===== config.mk =====
export PLATFORM = sky130hd
export DESIGN_NAME = agi_interlock
export DESIGN_NICKNAME = d
export VERILOG_FILES = /design/src/rtl/agi_pkg.sv /design/src/rtl/agi_tag_pipe.sv /design/src/rtl/agi_hazard.sv /design/src/rtl/agi_addr_gen.sv /design/src/rtl/agi_interlock.sv
export SDC_FILE = /design/constraint.sdc
export NUM_CORES = 1
export LEC_CHECK = 0
export BUFFER_PORTS_ARGS = -buffer_cell sky130_fd_sc_hd__buf_2
export CAP_MARGIN = 20
export CORE_UTILIZATION = 54
export CTS_BUF_LIST = sky130_fd_sc_hd__clkbuf_8
export DETAILED_ROUTE_END_ITERATION = 10
export PLACE_DENSITY = 0.86
export REMOVE_ABC_BUFFERS = 1
export SYNTH_ARGS = -nofsm -noshare
export SYNTH_HDL_FRONTEND = slang
export SYNTH_HIERARCHICAL = 1
export SYNTH_SLANG_ARGS = --single-unit
export TNS_END_PERCENT = 5

===== constraint.sdc =====
create_clock -name clk -period 4.25 [get_ports clk]
set_input_delay 0.6375 -clock clk [delete_from_list [all_inputs] [get_ports clk]]
set_output_delay 0.6375 -clock clk [all_outputs]
set_load 0.01 [all_outputs]

===== src/rtl/agi_pkg.sv =====
package agi_pkg;
  parameter int REG_W = 4;
  localparam int NUM_REGS = 1 << REG_W;

  typedef struct packed {
    logic             we;
    logic [REG_W-1:0] rd;
  } wtag_t;
endpackage


===== src/rtl/agi_tag_pipe.sv =====
module agi_tag_pipe
  import agi_pkg::*;
#(
  parameter int STAGES = 4
) (
  input  logic                clk,
  input  logic                rst,
  input  logic                load,
  input  wtag_t               in_tag,
  output wtag_t [STAGES-1:0]  tags
);
  wtag_t [STAGES-1:0] q;

  always_ff @(posedge clk) begin
    if (rst) begin
      q[0] <= '0;
    end else begin
      q[0].we <= load & in_tag.we;
      q[0].rd <= in_tag.rd;
    end
  end

  for (genvar i = 1; i < STAGES; i++) begin : g_shift
    always_ff @(posedge clk) begin
      if (rst) q[i] <= '0;
      else     q[i] <= q[i-1];
    end

    // later stages advance every cycle, stall or not
    a_r11_shift: assert property (@(posedge clk) disable iff (rst)
      1'b1 |=> q[i] == $past(q[i-1]));
  end

  assign tags = q;

  // a bubble loaded into the first stage never carries a write bit
  a_r8_bubble_no_write: assert property (@(posedge clk) disable iff (rst)
    !load |=> !q[0].we);
endmodule


===== src/rtl/agi_hazard.sv =====
module agi_hazard
  import agi_pkg::*;
#(
  parameter int STAGES = 4
) (
  input  logic                     d_valid,
  input  logic [REG_W-1:0]         d_base,
  input  logic [REG_W-1:0]         d_index,
  input  logic                     d_use_base,
  input  logic                     d_use_index,
  input  wtag_t [STAGES-1:0]       tags,
  output logic                     stall
);
  // PA (last index) is covered by the register file bypass
  localparam int CHK = STAGES - 1;

  logic need_b, need_x;
  logic [CHK-1:0] hit;

  assign need_b = d_use_base  && (d_base  != '0);
  assign need_x = d_use_index && (d_index != '0);

  for (genvar i = 0; i < CHK; i++) begin : g_cmp
    assign hit[i] = tags[i].we &&
                    ((need_b && tags[i].rd == d_base) ||
                     (need_x && tags[i].rd == d_index));
  end

  assign stall = d_valid && (|hit);

  // a stall always traces back to a used, nonzero field
  always_comb begin
    if (stall)
      a_r5_nonzero_field: assert ((d_use_base && d_base != '0) ||
                                  (d_use_index && d_index != '0));
  end
endmodule


===== src/rtl/agi_addr_gen.sv =====
module agi_addr_gen
  import agi_pkg::*;
#(
  parameter int ADDR_W = 24,
  parameter int DISP_W = 12
) (
  input  logic                clk,
  input  logic                rst,
  input  logic                load,
  input  logic [REG_W-1:0]    base_f,
  input  logic [REG_W-1:0]    index_f,
  input  logic                use_b,
  input  logic                use_x,
  input  logic [DISP_W-1:0]   disp,
  input  logic [ADDR_W-1:0]   base_val,
  input  logic [ADDR_W-1:0]   index_val,
  output logic                ag_valid,
  output logic [ADDR_W-1:0]   ag_addr
);
  logic [ADDR_W-1:0] op_b, op_x, op_d;

  assign op_b = (use_b && base_f  != '0) ? base_val  : '0;
  assign op_x = (use_x && index_f != '0) ? index_val : '0;
  assign op_d = ADDR_W'(disp);

  always_ff @(posedge clk) begin
    if (rst) begin
      ag_valid <= 1'b0;
      ag_addr  <= '0;
    end else begin
      ag_valid <= load;
      if (load) ag_addr <= op_b + op_x + op_d;
    end
  end

  // address holds while no instruction issues
  a_r9_hold: assert property (@(posedge clk) disable iff (rst)
    !load |=> $stable(ag_addr));
endmodule


===== src/rtl/agi_interlock.sv =====
module agi_interlock
  import agi_pkg::*;
#(
  parameter int STAGES = 4,
  parameter int ADDR_W = 24,
  parameter int DISP_W = 12
) (
  input  logic               clk,
  input  logic               rst,
  input  logic               d_valid,
  input  logic [REG_W-1:0]   d_base,
  input  logic [REG_W-1:0]   d_index,
  input  logic               d_use_base,
  input  logic               d_use_index,
  input  logic               d_wr_en,
  input  logic [REG_W-1:0]   d_wr_reg,
  input  logic [DISP_W-1:0]  d_disp,
  input  logic [ADDR_W-1:0]  base_val,
  input  logic [ADDR_W-1:0]  index_val,
  output logic               stall,
  output logic               ag_valid,
  output logic [ADDR_W-1:0]  ag_addr,
  output logic               ag_wr_en,
  output logic [REG_W-1:0]   ag_wr_reg,
  output logic               pa_wr_en,
  output logic [REG_W-1:0]   pa_wr_reg
);
  localparam int RUN_W = $clog2(STAGES) + 1;

  wtag_t [STAGES-1:0] tags;
  wtag_t              dec_tag;
  logic               issue;

  assign dec_tag.we = d_wr_en;
  assign dec_tag.rd = d_wr_reg;
  assign issue      = d_valid && !stall;

  agi_hazard #(.STAGES(STAGES)) u_haz (
    .d_valid     (d_valid),
    .d_base      (d_base),
    .d_index     (d_index),
    .d_use_base  (d_use_base),
    .d_use_index (d_use_index),
    .tags        (tags),
    .stall       (stall)
  );

  agi_tag_pipe #(.STAGES(STAGES)) u_tags (
    .clk    (clk),
    .rst    (rst),
    .load   (issue),
    .in_tag (dec_tag),
    .tags   (tags)
  );

  agi_addr_gen #(.ADDR_W(ADDR_W), .DISP_W(DISP_W)) u_agen (
    .clk       (clk),
    .rst       (rst),
    .load      (issue),
    .base_f    (d_base),
    .index_f   (d_index),
    .use_b     (d_use_base),
    .use_x     (d_use_index),
    .disp      (d_disp),
    .base_val  (base_val),
    .index_val (index_val),
    .ag_valid  (ag_valid),
    .ag_addr   (ag_addr)
  );

  assign ag_wr_en  = tags[0].we;
  assign ag_wr_reg = tags[0].rd;
  assign pa_wr_en  = tags[STAGES-1].we;
  assign pa_wr_reg = tags[STAGES-1].rd;

  // Consecutive stall cycles, for the R7 bound
  logic [RUN_W-1:0] run;
  always_ff @(posedge clk) begin
    if (rst)        run <= '0;
    else if (stall) run <= run + 1'b1;
    else            run <= '0;
  end

  // a stall edge leaves AG empty and without a write
  a_r8_bubble: assert property (@(posedge clk) disable iff (rst)
    stall |=> (!ag_valid && !ag_wr_en));

  // with decode held, no stall outlasts the compared stages
  a_r7_run_bound: assert property (@(posedge clk) disable iff (rst)
    run < RUN_W'(STAGES));

  // first cycle out of reset has no pending writes
  a_r1_reset_clear: assert property (@(posedge clk)
    $past(rst) |-> (!pa_wr_en && !ag_wr_en && !ag_valid));
endmodule


Word level (Yosys, flattened, before mapping)
Cells that the tools add are included. W data, S select, Z words.

Register bits: 45. Word-level logic and storage cells: 41.

Add/sub/neg operators: 2. Mux-type cells: 2. Reduce and logical (&&, ||, !) cells: 20. Bitwise gates (word level): 1. Equal/unequal tests: 6.

Operators with widths (number): $mux W24 (2); $add A24 B12 Y24 (1); $add A24 B24 Y24 (1); $eq A4 B4 Y1 (6); $logic_and A1 B1 Y1 (13); $reduce_bool A4 Y1 (2); $logic_or A1 B1 Y1 (3); $reduce_or A3 Y1 (1); $and A1 B1 Y1 (1); $logic_not A1 Y1 (1).

Logic depth before layout (Yosys ltp)
Depth after elaboration: 10. Mapped depth: 15. Depth with buffers taken out: 14.

By module
The synthesis kept the hierarchy.

By module, submodules not included: agi_addr_gen (area each 2777.7 um^2, cells an instance 351, instances 1, seq. area each 500.5 um^2); agi_tag_pipe (area each 544.3 um^2, cells an instance 42, instances 1, seq. area each 400.4 um^2); agi_hazard (area each 317.8 um^2, cells an instance 40, instances 1, seq. area each 0.0 um^2); agi_interlock (area each 13.8 um^2, cells an instance 1, instances 1, seq. area each 0.0 um^2).

Least setup slack after synthesis
Ideal clock, no wire load.

Path type: input to register. From: in d_base[1]. To: reg u_agen.ag_addr[23]. Path slack: 629 ps. Stages on the path: 13. Setup time: 126 ps. Arrival: 3495 ps. Cells stage by stage: o41a_1 clkbuf_1 and2_1 fa_1 ha_1 buf_4 nor3_1 or3_4 o211a_1 a21bo_1 o211ai_2 xnor2_1 o21ai_1.

Cells in the longest elaborated chain, start to end: 9. Elaborated cells between the ends (all ways): 21. Classes of those cells: add/sub (2); eq/ne (3); mux (1); reduce/logical (15).

Ends and longest elaborated chain: start, declared (line agi_interlock.sv:11) `input logic [REG_W-1:0] d_base,`; branches (longest 9 deep; another with $add A24 B24 Y24); end signal, assigned (line agi_addr_gen.sv:32) `if (load) ag_addr <= op_b + op_x + op_d;`; end, declared (line agi_addr_gen.sv:18) `output logic [ADDR_W-1:0] ag_addr`.

Several ways; the timed one is not identified. A chain may end at the register's enable or synchronous reset.

Final worst setup path
Same ends and word-level chain as after synthesis.

==> results.ini <==
[pwr]
p_leak_nw=2.17
powerDensity_nw_per_um2=303
peakVddDrop_v=0.000145
finalPower_mw=1.33

[placement]
hpwl_mm=6.95
gp_congestion=0.943
io_buffers=113
placed_cell_area_um2=4270

[outcome]
outcome=finished with violations
violations=DRC

[sta]
final_max_slew_viol_count=0
fin_tns_setup_ns=0
worst_pin_slew_ns=0.536
period_share_pct=90.3
fin_crit_ns=3.84
slew-limit-headroom_pct=64.2
rsz0062_at_grt=no
finClkSkew_ns=0.00385
finalHoldViolCount=0
setup_violations=0
timing.fmax_ghz=0.261

[min_path]
hold_path.startpoint=u_agen/ag_addr[14]$_SDFFE_PP0P_
hold_path_class=register to register

[grt]
grt_max_degree=45
grt_pass1_vias=3300
grt_usage_pct=25.2
antenna_found_initial=0
overflow=0
grt_pass1_wl_mm=14.6

[setup_path]
end_kind=register
critPathRequiredTime_ns=4.44
cp.arrival_ns=4.02
crit_path_start_kind=input pin
startpoint=d_base[1]
worstSetupPathType=input pin to register
critPathMaxFanout=15
reg2reg_from=u_tags/tags[12]$_SDFF_PP0_

[routing]
drcViolationCount=20
vias_per_cell=5.57
vias=3443
dr.pass1.iters=8
drt_iter0_drc=165
wl_mm=8.70
wl_per_cell_um=14.1
ant_nets=0

[cts]
numCtsBuffers=5
cts_root_buf=clkbuf_8
clkSlewWorstSetupHoldPaths_ns=0.09
cts_htree_levels=2
cts_num_sinks=45
clk-insertion-delay-late_ns=0.30
cts_tree=done
postCtsHoldBufs=0
cts_resized=0
clk_path_buf_depth=2
post-cts-setup-buffer-count=0

[synth]
syn_avg_cell_area_um2=8.42
synth-seq-area-share_pct=24.7
synth-edff-count=0
syn-cell-area_um2=3650
synth_top_cell_area_share_pct=24.7
synth_area_leaders=dfxtp_1, ha_1, and2_1
synthArstFlopShare_pct=0
synth.distinct_cells=56
yosysTopAreaCell=dfxtp_1
syn_inst=434
synth_seq_cells=45
yosysWarnings=6
synth_ff_type=dfxtp_1

[finish]
final_util_pct=68.6
drive_above_1_share_pct=24.4
fin_area_um2=4410
syn_to_final_growth_pct=20.6
nets=664
antenna_cells=0

[die]
std_cell_rows=29
die_area_um2=7100
die_x_um=84.3
core_um2=6420
initial_core_util_pct=56.9
die_h_um=84.3
io_pins=114

[run]
drv_cap=0

cell usage after synthesis, types with 2 or more instances:
| cell | count |
|---|---|
| a211o_1 | 2 |
| a211oi_1 | 7 |
| a21o_1 | 2 |
| a21oi_1 | 22 |
| a31oi_1 | 3 |
| a41oi_1 | 2 |
| and2_1 | 44 |
| and3_1 | 2 |
| buf_2 | 2 |
| clkbuf_1 | 14 |
| dfxtp_1 | 45 |
| fa_1 | 13 |
| ha_1 | 33 |
| inv_1 | 15 |
| mux2i_1 | 8 |
| nand2_1 | 31 |
| nand2b_1 | 6 |
| nand3_1 | 2 |
| nand4_1 | 7 |
| nor2_1 | 38 |
| nor2b_1 | 23 |
| nor3_1 | 8 |
| nor4_1 | 7 |
| o211ai_1 | 4 |
| o21ai_0 | 18 |
| o21ai_1 | 4 |
| o41a_1 | 4 |
| xnor2_1 | 11 |
| xor2_1 | 30 |
worst max-delay path: stages:
cell and delay [ns]:
buf_2 0.14, o41a_1 0.62, and2_1 0.27, fa_1 0.54, inv_1 0.07, fa_1 0.44
nand2b_1 0.18, a21oi_1 0.19, o21ai_0 0.24, a21bo_1 0.28, o211ai_2 0.19, xnor2_1 0.14
o21ai_1 0.07
final timing paths:
kind,end,slack (ns),depth (start not counted)
worst max-delay path,u_agen/ag_addr[23]$_SDFFE_PP0P_,0.41,13
worst min register to register,u_agen/ag_addr[14]$_SDFFE_PP0P_,0.46,2
worst min-delay path,u_agen/ag_addr[14]$_SDFFE_PP0P_,0.46,2
worst max register to register,u_agen/ag_addr[8]$_SDFFE_PP0P_,1.57,9
cell usage in the layout (no fill, tap or decap), types with 2 or more instances in the layout:
master | netlist | final
a211o_1 | 2 | 2
a211oi_1 | 7 | 7
a21o_1 | 2 | 2
a21oi_1 | 22 | 22
a31oi_1 | 3 | 3
a41oi_1 | 2 | 2
and2_1 | 44 | 44
and3_1 | 2 | 2
buf_2 | 2 | 113
buf_4 | 1 | 5
bufinv_16 | 0 | 2
clkbuf_8 | 0 | 5
dfxtp_1 | 45 | 45
fa_1 | 13 | 13
ha_1 | 33 | 33
inv_1 | 15 | 15
mux2i_1 | 8 | 8
nand2_1 | 31 | 31
nand2b_1 | 6 | 6
nand3_1 | 2 | 2
nand4_1 | 7 | 7
nor2_1 | 38 | 38
nor2b_1 | 23 | 23
nor3_1 | 8 | 8
nor4_1 | 7 | 7
o211ai_1 | 4 | 4
o21ai_0 | 18 | 18
o21ai_1 | 4 | 4
o41a_1 | 4 | 4
xnor2_1 | 11 | 11
xor2_1 | 30 | 30
layout make-up:
class | count | area, um2
multi-input cells | 355 | 2610
clock buffers | 5 | 68.8
well taps | 77 | 96.3
clock inverters | 3 | 68.8
flip-flops and latches | 45 | 901
inverters | 15 | 56.3
fillers | 573 | 2020
repair buffers | 118 | 603
per-layer routing:
layer | vias up | global-route usage (%) | routed length (um)
li1 | 1712 | - | -
met1 | 1590 | 31.3 | 3740
met2 | 127 | 45.2 | 4300
met3 | 14 | 4.62 | 554
met4 | 0 | 6.11 | 98
met5 | - | 0 | 0
sequential cells by signal, indices dropped and copies added (netlist names):
signal           flops
u_agen/ag_valid      1
u_tags/tags         20
u_agen/ag_addr      24
metrics by stage:
stage / setup slack (ns) / hold WS [ns] / instances
global placement: 0.217 / 0.429 / 610
global route: 0.159 / 0.489 / 618
floorplan: 0.602 / 0.457 / 415
detailed placement: 0.106 / 0.441 / 610
finish: 0.414 / 0.456 / 618
CTS: 0.421 / 0.461 / 618
power by group:
group	total, mW	internal [mW]	leakage (nW)	switching, mW
clock network	0.393	0.237	0.0687	0.157
logic	0.460	0.205	1.73	0.256
registers	0.480	0.457	0.370	0.0226
cells by family after synthesis:
group / count (synthesis) / share of synthesized area (%)
AO/OA/AOI/OAI: 83 / 15.2
XOR/XNOR: 41 / 9.83
adder cells (fa/ha/maj): 46 / 18.4
buffers and inverters: 34 / 3.87
AND/OR/NAND/NOR: 177 / 25.8
flip-flops: 45 / 24.7
multiplexers: 8 / 2.19
Note: power is estimated with default switching activity, not from simulation.
